**src/rtl/rlt_pkg.sv**
```systemverilog
// Shared types and helpers for the recently accessed line tracker.
// Assumes four rotating periods, so a period number is two bits wide.
package rlt_pkg;
    typedef logic [1:0] period_t;

    // Age of a tag relative to the current period, modulo 4.
    function automatic period_t period_age(input period_t cur, input period_t tag);
        return period_t'(cur - tag);
    endfunction
endpackage

```
**src/rtl/rlt_match.sv**
```systemverilog
// Parallel address comparator: one compare per entry.
// Assumes at most one valid entry holds any address, so the result is one-hot or zero.
module rlt_match #(
    parameter int ENTRIES = 32,
    parameter int ADDR_W  = 20
) (
    input  logic [ENTRIES-1:0] valid_vec,
    input  logic [ADDR_W-1:0]  addr_tab [ENTRIES],
    input  logic [ADDR_W-1:0]  probe,
    output logic [ENTRIES-1:0] hit_vec
);
    for (genvar g = 0; g < ENTRIES; g++) begin : g_cmp
        // One comparator per table slot.
        assign hit_vec[g] = valid_vec[g] && (addr_tab[g] == probe);
    end
endmodule

```
**src/rtl/rlt_victim.sv**
```systemverilog
// Replacement picker: lowest-index free slot, else the oldest tag,
// lowest index among equally old. Assumes tags are relative to cur.
module rlt_victim
    import rlt_pkg::*;
#(
    parameter int ENTRIES = 32,
    localparam int IDX_W  = (ENTRIES > 1) ? $clog2(ENTRIES) : 1
) (
    input  logic [ENTRIES-1:0] valid_vec,
    input  period_t            tag_tab [ENTRIES],
    input  period_t            cur,
    output logic [IDX_W-1:0]   victim
);
    // Scan from the top so the lowest index wins every tie.
    always_comb begin
        logic    found_free;
        period_t best_age;
        found_free = 1'b0;
        best_age   = '0;
        victim     = '0;
        for (int i = ENTRIES - 1; i >= 0; i--) begin
            if (!valid_vec[i]) begin
                found_free = 1'b1;
                victim     = IDX_W'(i);
            end
        end
        if (!found_free) begin
            for (int i = 0; i < ENTRIES; i++) begin
                if (i == 0 || period_age(cur, tag_tab[i]) > best_age) begin
                    best_age = period_age(cur, tag_tab[i]);
                    victim   = IDX_W'(i);
                end
            end
        end
    end
endmodule

```
**src/rtl/recent_line_tracker.sv**
```systemverilog
// Recently accessed line tracker. Fully associative table of lines touched
// within the retention window, aged by four rotating periods, with one
// parity bit per sub-block. One-cycle registered lookup result.
// Assumes period_tick is a single-cycle pulse; a tick wins over an access.
module recent_line_tracker
    import rlt_pkg::*;
#(
    parameter int ENTRIES = 32,
    parameter int ADDR_W  = 20,
    parameter int SUBS    = 16,
    localparam int IDX_W  = (ENTRIES > 1) ? $clog2(ENTRIES) : 1,
    localparam int SUB_W  = (SUBS > 1) ? $clog2(SUBS) : 1
) (
    input  logic              clk,
    input  logic              rst_n,
    input  logic              period_tick,
    input  logic              acc_valid,
    input  logic [ADDR_W-1:0] acc_addr,
    input  logic [SUB_W-1:0]  acc_sub,
    input  logic              acc_write,
    input  logic              acc_parity,
    output logic              res_valid,
    output logic              res_hit,
    output logic              res_mismatch
);
    logic [ENTRIES-1:0] valid_q;
    logic [ADDR_W-1:0]  addr_q [ENTRIES];
    period_t            tag_q  [ENTRIES];
    logic [SUBS-1:0]    par_q  [ENTRIES];
    period_t            cur_period;
    period_t            next_period;

    logic [ENTRIES-1:0] hit_vec;
    logic [IDX_W-1:0]   hit_idx;
    logic               any_hit;
    logic [IDX_W-1:0]   victim;
    logic [SUBS-1:0]    fill_vec;

    rlt_match #(.ENTRIES(ENTRIES), .ADDR_W(ADDR_W)) u_match (
        .valid_vec (valid_q),
        .addr_tab  (addr_q),
        .probe     (acc_addr),
        .hit_vec   (hit_vec)
    );

    rlt_victim #(.ENTRIES(ENTRIES)) u_victim (
        .valid_vec (valid_q),
        .tag_tab   (tag_q),
        .cur       (cur_period),
        .victim    (victim)
    );

    // Encode the one-hot hit vector into an index.
    always_comb begin
        hit_idx = '0;
        for (int i = 0; i < ENTRIES; i++) begin
            if (hit_vec[i]) hit_idx = hit_idx | IDX_W'(i);
        end
    end

    // Hit summary, next period value and the parity vector for a fresh entry.
    always_comb begin
        any_hit     = |hit_vec;
        next_period = period_t'(cur_period + 2'd1);
        fill_vec    = '0;
        fill_vec[acc_sub] = acc_parity;
    end

    // Table state, period counter and registered lookup result.
    always_ff @(posedge clk) begin
        if (!rst_n) begin
            valid_q      <= '0;
            cur_period   <= '0;
            res_valid    <= 1'b0;
            res_hit      <= 1'b0;
            res_mismatch <= 1'b0;
            for (int i = 0; i < ENTRIES; i++) begin
                addr_q[i] <= '0;
                tag_q[i]  <= '0;
                par_q[i]  <= '0;
            end
        end else begin
            res_valid    <= 1'b0;
            res_hit      <= 1'b0;
            res_mismatch <= 1'b0;
            if (period_tick) begin
                cur_period <= next_period;
                for (int i = 0; i < ENTRIES; i++) begin
                    if (valid_q[i] && tag_q[i] == next_period) valid_q[i] <= 1'b0;
                end
            end else if (acc_valid) begin
                res_valid <= 1'b1;
                if (any_hit) begin
                    res_hit        <= 1'b1;
                    tag_q[hit_idx] <= cur_period;
                    if (acc_write) begin
                        par_q[hit_idx][acc_sub] <= acc_parity;
                    end else begin
                        res_mismatch <= par_q[hit_idx][acc_sub] != acc_parity;
                    end
                end else begin
                    valid_q[victim] <= 1'b1;
                    addr_q[victim]  <= acc_addr;
                    tag_q[victim]   <= cur_period;
                    par_q[victim]   <= fill_vec;
                end
            end
        end
    end
endmodule

```
**config.mk**
```make
export PLATFORM = sky130hd
export DESIGN_NAME = recent_line_tracker
export DESIGN_NICKNAME = d
export VERILOG_FILES = /design/src/rtl/rlt_pkg.sv /design/src/rtl/rlt_match.sv /design/src/rtl/rlt_victim.sv /design/src/rtl/recent_line_tracker.sv
export SDC_FILE = /design/constraint.sdc
export NUM_CORES = 2
export LEC_CHECK = 0
export CORE_MARGIN = 2
export CORE_UTILIZATION = 59
export DETAILED_ROUTE_END_ITERATION = 12
export PLACE_DENSITY = 0.75
export SLEW_MARGIN = 20
export SYNTH_ARGS = -nofsm -noshare
export SYNTH_HDL_FRONTEND = slang
export SYNTH_SLANG_ARGS = --single-unit
```
**constraint.sdc**
```tcl
create_clock -name clk -period 35.6 [get_ports clk]
set_input_delay 10.68 -clock clk [delete_from_list [all_inputs] [get_ports clk]]
set_output_delay 10.68 -clock clk [all_outputs]
set_load 0.02 [all_outputs]
```
[Yosys cells after proc, flatten, opt, wreduce, memory -nomap -nowiden]
Memories as Yosys holds them, arrays and structs flattened.
Index checks and enable logic that the tools add are counted.
Word-level totals
  flip-flop bits (word level): 741
  bits in writable memories: 512
  input port bits: 30
  output and inout bits: 3
  logic and storage cells: 791
  memories kept: 1
Memory list
  par_q: depth 32, bits a word 16, rd ports 1, clocked after memory_dff 0, wr ports 32, RTL line recent_line_tracker.sv:29  | logic [SUBS-1:0] par_q [ENTRIES];
Cells by class
  add/subtract/negate cells: 33
  order comparisons: 39
  equal/unequal tests: 103
  multiplexer cells: 406
  bitwise gates (word level): 4
  reduce and logical (&&, ||, !) cells: 105
Operators with widths (number)
  640-bit 2-to-1 mux: 9
  640-bit bitwise mux: 1
  20-bit == test: 32
  64-bit 2-to-1 mux: 9
  5-bit 2-to-1 mux: 114
  32-bit 2-to-1 mux: 9
  1-bit 2-to-1 mux: 171
  2-bit 2-to-1 mux: 67
  64-bit bitwise mux: 2
  20-bit demux with 5-bit select: 1
  3-bit AND reduction: 33
  3-bit by 2-bit inequality test with 1-bit output (second input constant): 32
  16-bit 2-to-1 mux: 5
  1-bit logical AND: 68
  2-bit == test: 32
  2-bit subtractor: 32
  2-bit > comparator: 31
  4-bit 2-to-1 mux: 8
  32-bit OR: 1
  16-bit OR reduction: 2
  32-bit OR reduction: 1
  2-bit demux with 5-bit select: 2
  20-bit 2-to-1 mux: 1
  16-bit bitwise AND: 1
  other kinds (18): 26

[Longest topological paths before layout]
  depth after elaboration: 142
  mapped depth: 178
  mapped depth without buffers: 176

[Modules after synthesis]
Synthesis repeated with hierarchy kept, for this count alone.
Unflattened totals
  cell total of the unflattened synthesis: 7820
  area, all modules: 65726.8 um^2
Modules (own cells, without submodules)
  recent_line_tracker: times used 1, cells an instance 6325, area each 53809.1 um^2, sequential area each 30209.0 um^2
  rlt_match: times used 1, cells an instance 944, area each 7813.7 um^2, sequential area each 0.0 um^2
  rlt_victim: times used 1, cells an instance 551, area each 4103.9 um^2, sequential area each 0.0 um^2

[Worst setup path after synthesis]
OpenSTA, ideal clock, no wires.
  kind: register to register
  from: reg cur_period[0]
  to: mem par_q[10][10] (data pin)
  setup time: 0.266 ns
  arrival time: 29.910 ns
  required time: 35.334 ns
  path slack: 5.424 ns
  stages on the path, launching flop included: 170
  buffers on the path: 5
  period minus slack after synthesis: 30.176 ns
  path through: dfxtp_1 clkbuf_1 inv_1 ha_1 xnor2_1 xor2_1 inv_1 ha_1 mux2i_1 a221oi_1 and2_1 inv_1 ha_1 o21bai_1 and3_1 a21o_1 inv_1 ha_1 [134 not listed] inv_1 o22ai_1 mux2_2 ha_1 nand2_1 o21ai_0 nand3_1 a21oi_1 a221oi_1 o21ai_0 o311ai_0 a31oi_1 nand2_1 buf_2 clkbuf_1 buf_2 clkbuf_1 nor2_1
RTL lines
  start, declared: RTL line recent_line_tracker.sv:30  | period_t cur_period;
  start signal, assigned: RTL line recent_line_tracker.sv:87  | cur_period <= next_period;
  end, declared: RTL line recent_line_tracker.sv:29

==> metrics.txt <==
# TYPE chip_impl_metric gauge
chip_impl_metric{name="first_pass_grt_wire_length",unit="um"} 323000
chip_impl_metric{name="timing.hold.ws",unit="ns"} 0.468
chip_impl_metric{name="drtPass1Iterations",unit=""} 8
chip_impl_metric{name="crit_fanout",unit=""} 16
chip_impl_metric{name="drv_slew",unit=""} 0
chip_impl_info{name="cts_root_buf",value="clkbuf_16"} 1
chip_impl_metric{name="synth_fp_nets",unit=""} 7779
chip_impl_metric{name="worstPathArrival",unit="ns"} 33.29
chip_impl_info{name="timing.critical_path.mode_cell",value="inv_1"} 1
chip_impl_metric{name="clk_latency",unit="ns"} 0.81
chip_impl_metric{name="global_route.overflow_total",unit=""} 0
chip_impl_info{name="busiest_layer",value="met2"} 1
chip_impl_metric{name="seqCellArea",unit="um2"} 30200
chip_impl_info{name="rsz0062_at_grt",value="false"} 1
chip_impl_metric{name="finalCritPeriodShare",unit=""} 0.917
chip_impl_metric{name="rows",unit=""} 124
chip_impl_info{name="synth.largest_area_cell",value="edfxtp_1"} 1
chip_impl_metric{name="top_level_ports",unit=""} 33
chip_impl_metric{name="routabilityCongestion",unit=""} 0.960
chip_impl_metric{name="cts.reportedPaths.clkPinSlew",unit="ns"} 0.06
chip_impl_metric{name="vias_after_detailed_routing",unit=""} 57800
chip_impl_metric{name="powerDensity",unit="nW/um2"} 50.0
chip_impl_metric{name="avgViaCountPerCell",unit=""} 6.47
chip_impl_metric{name="leakagePower",unit="uW"} 0.0255
chip_impl_metric{name="finish.utilization",unit=""} 0.639
chip_impl_metric{name="detailedPlacementHpwl",unit="um"} 136000
chip_impl_metric{name="drt.antenna.violating_nets",unit=""} 0
chip_impl_metric{name="timing.final.crit_period",unit="ns"} 32.66
chip_impl_metric{name="core_area",unit="um2"} 114000
chip_impl_metric{name="timing.critical_path.slowest_cell_delay",unit="ns"} 0.80
chip_impl_info{name="synth-main-ff-cell",value="dfxtp_1"} 1
chip_impl_metric{name="critPathRequiredTime",unit="ns"} 36.23
chip_impl_metric{name="wl",unit="um"} 221000
chip_impl_metric{name="syn_avg_cell_area",unit="um2"} 8.88
chip_impl_metric{name="initial_utilization",unit=""} 0.594
chip_impl_metric{name="die-height",unit="um"} 343
chip_impl_metric{name="synth_seq_cells",unit=""} 1253
chip_impl_metric{name="chipWidth",unit="um"} 343
chip_impl_info{name="synthTopCellsByArea",value="edfxtp_1 (23%), dfxtp_1 (22%), o21ai_0 (7.5%), mux2i_1 (7.5%), nand2_1 (6.9%)"} 1
chip_impl_metric{name="cts_buffers",unit=""} 136
chip_impl_metric{name="setup-violations-final",unit=""} 0
chip_impl_metric{name="grt_max_degree",unit=""} 289
chip_impl_metric{name="synth.lib_cells_used.distinct",unit=""} 94
chip_impl_metric{name="number_of_hold_buffers_added_after_cts",unit=""} 0
chip_impl_metric{name="synthToLayoutAreaGrowth",unit="%"} 7.65
chip_impl_info{name="worstSetupPathType",value="reg2reg"} 1
chip_impl_metric{name="antenna_found_initial",unit=""} 6
chip_impl_metric{name="met1_usage",unit=""} 0.460
chip_impl_metric{name="timing_worst_slew_pin_value",unit="ns"} 1.31
chip_impl_metric{name="use_met2",unit=""} 0.571
chip_impl_metric{name="cp.buffers_inverters",unit=""} 33
chip_impl_metric{name="synth.yosys.warnings",unit=""} 0
chip_impl_metric{name="cts_max_path_buffers",unit=""} 3
chip_impl_metric{name="final_layout_size_suffix_gt1_frac",unit=""} 0.0715
chip_impl_metric{name="cts.sinks",unit=""} 1253
chip_impl_info{name="crit_slowest_cell",value="nor2_4"} 1
chip_impl_metric{name="drt_drc_violations_left",unit=""} 0
chip_impl_metric{name="vdd.ir_drop.worst",unit="mV"} 0.0552
chip_impl_info{name="yosysMostFrequentCell",value="nand2_1"} 1
chip_impl_metric{name="cts_htree_levels",unit=""} 4
chip_impl_metric{name="buffer_ports.inserted",unit=""} 32
chip_impl_metric{name="drt_first_iter_violations",unit=""} 7369
chip_impl_metric{name="netlist.area_leader.share",unit=""} 0.227
chip_impl_metric{name="fill_cells",unit=""} 9256
chip_impl_metric{name="finish.net_count",unit=""} 7462
chip_impl_metric{name="multi_input_area",unit="um2"} 34400
chip_impl_metric{name="placedInstanceArea",unit="um2"} 67900
chip_impl_metric{name="design.die.area",unit="um2"} 118000
chip_impl_metric{name="count_of_flip_flops_with_a_built_in_enable_after_synthesis",unit=""} 512
chip_impl_metric{name="totalNegativeSetupSlack",unit="ns"} 0
chip_impl_info{name="critPathTopFamily",value="compound AO/OA/AOI/OAI gates"} 1
chip_impl_metric{name="grt_use_total",unit=""} 0.361
chip_impl_metric{name="mappedNetlistArea",unit="um2"} 67700
chip_impl_info{name="run_status",value="finished, final reports clean"} 1
chip_impl_metric{name="grt_util_met3",unit=""} 0.0721
chip_impl_info{name="synth_common_cells",value="nand2_1 (1239), o21ai_0 (1016), dfxtp_1 (741)"} 1
chip_impl_metric{name="final.setup_skew",unit="ns"} 0.0402
chip_impl_metric{name="maxCapViolations",unit=""} 0
chip_impl_metric{name="instance_count_of_the_mapped_netlist",unit=""} 7625
chip_impl_info{name="critical_path.endpoint_type",value="flop"} 1
chip_impl_info{name="cts_tree",value="done"} 1
chip_impl_metric{name="maxSlewHeadroom",unit=""} 0.126
chip_impl_metric{name="timing.fmax",unit="MHz"} 30.6
chip_impl_info{name="worstHoldPathType",value="reg2reg"} 1
chip_impl_metric{name="asyncSetResetFlopFracSynth",unit=""} 0
chip_impl_metric{name="hold_viol_final",unit=""} 0
chip_impl_info{name="critPathLaunchType",value="flop"} 1
chip_impl_metric{name="number_of_global_route_vias_before_repair",unit=""} 54300
chip_impl_metric{name="routedWlPerCell",unit="um"} 24.8
chip_impl_metric{name="synth-seq-area-share",unit=""} 0.446
chip_impl_metric{name="layout.cell_area.non_filler",unit="um2"} 72900
## cell usage in the layout, fill, tap and decap left out, drive strengths merged, types with 190 or more instances in the layout
master | synthesis | layout
nand2 | 1241 | 1243
nand3 | 386 | 386
clkbuf | 422 | 190
dfxtp | 741 | 741
o21ai | 1033 | 1033
xor2 | 288 | 288
mux2i | 505 | 505
nor2 | 690 | 692
edfxtp | 512 | 512
xnor2 | 459 | 459
## worst register-to-register path, delay by kind of cell, from the launching register on
family	cells	cell delay [ns]
DFF	1	0.33
muxes	7	2.39
adders and majority gates	32	8.60
and+or+nand+nor	32	5.49
AOI/OAI and AO/OA	61	13.67
xor gates and xnor gates	2	0.39
buffers and inverters	33	1.67
## kinds of logic (layout without fill, tap and decap cells)
group	Yosys count	after routing	synth area share
mux	522	522	0.0775
flops	1253	1253	0.446
compound gates	1330	1330	0.109
buf+inv	734	522	0.0526
xor+xnor	747	747	0.0967
other cells	0	1	0
simple gates	2915	2919	0.195
fa+ha+maj	124	124	0.0229
## state kept, by name (all words and copies together), names as in the netlist
| register | cells |
|---|---|
| cur_period | 2 |
| addr_q | 640 |
| tag_q | 64 |
| par_q | 512 |
| res_valid | 1 |
| valid_q | 32 |
| res_hit | 1 |
| res_mismatch | 1 |
## routing by layer
layer | wire length [um] | share of wire
met2 | 99300 | 0.45
met5 | 23 | 0.00010
met1 | 81800 | 0.37
met3 | 25500 | 0.12
met4 | 14500 | 0.066
## area by class of cell
class,instances,share of cell area
antenna,1,0.0000343
clock buffer,189,0.0529
clock inverter,58,0.00966
inverter,104,0.00535
multi-input combinational,5642,0.472
sequential,1253,0.414
tap,1512,0.0260
timing repair buffer,171,0.0195
## final timing paths
| path | from | endpoint | cells past startpoint | slack, ns |
|---|---|---|---|---|
| worst min register to register | tag_q[60]$_SDFFE_PN0P_ | tag_q[60]$_SDFFE_PN0P_ | 2 | 0.47 |
| worst max register to register | cur_period[0]$_SDFFE_PN0P_ | par_q[15][1]$_SDFFCE_PN0P_ | 167 | 2.94 |
| worst min-delay path | tag_q[60]$_SDFFE_PN0P_ | tag_q[60]$_SDFFE_PN0P_ | 2 | 0.47 |
| worst max-delay path | cur_period[0]$_SDFFE_PN0P_ | par_q[15][1]$_SDFFCE_PN0P_ | 167 | 2.94 |
## repair_timing
| item | CTS | global route |
|---|---|---|
| hold endpoints to repair | 0 | 0 |
| endpoints found under the setup margin | 0 | 1760 |
| resized for setup | 0 | 47 |
| buffers inserted | 0 | 6 |
## power by group
part	switching (uW)	internal (uW)	total (uW)
registers	10.1	1510	1520
logic	430	234	665
clock network	616	837	1450
## per-stage QoR
| stage | power, uW | setup slack [ns] | instances |
|---|---|---|---|
| 4_1_cts | 3610 | 0.321 | 8917 |
| 3_3_place_gp | 2180 | 1.01 | 8670 |
| 2_1_floorplan | 2020 | 5.42 | 7625 |
| 6_report | 3640 | 2.94 | 8930 |
| 3_5_place_dp | 2190 | 0.481 | 8670 |
| 5_1_grt | 3780 | 0.0795 | 8929 |
Power figures use the tool's default switching activity.
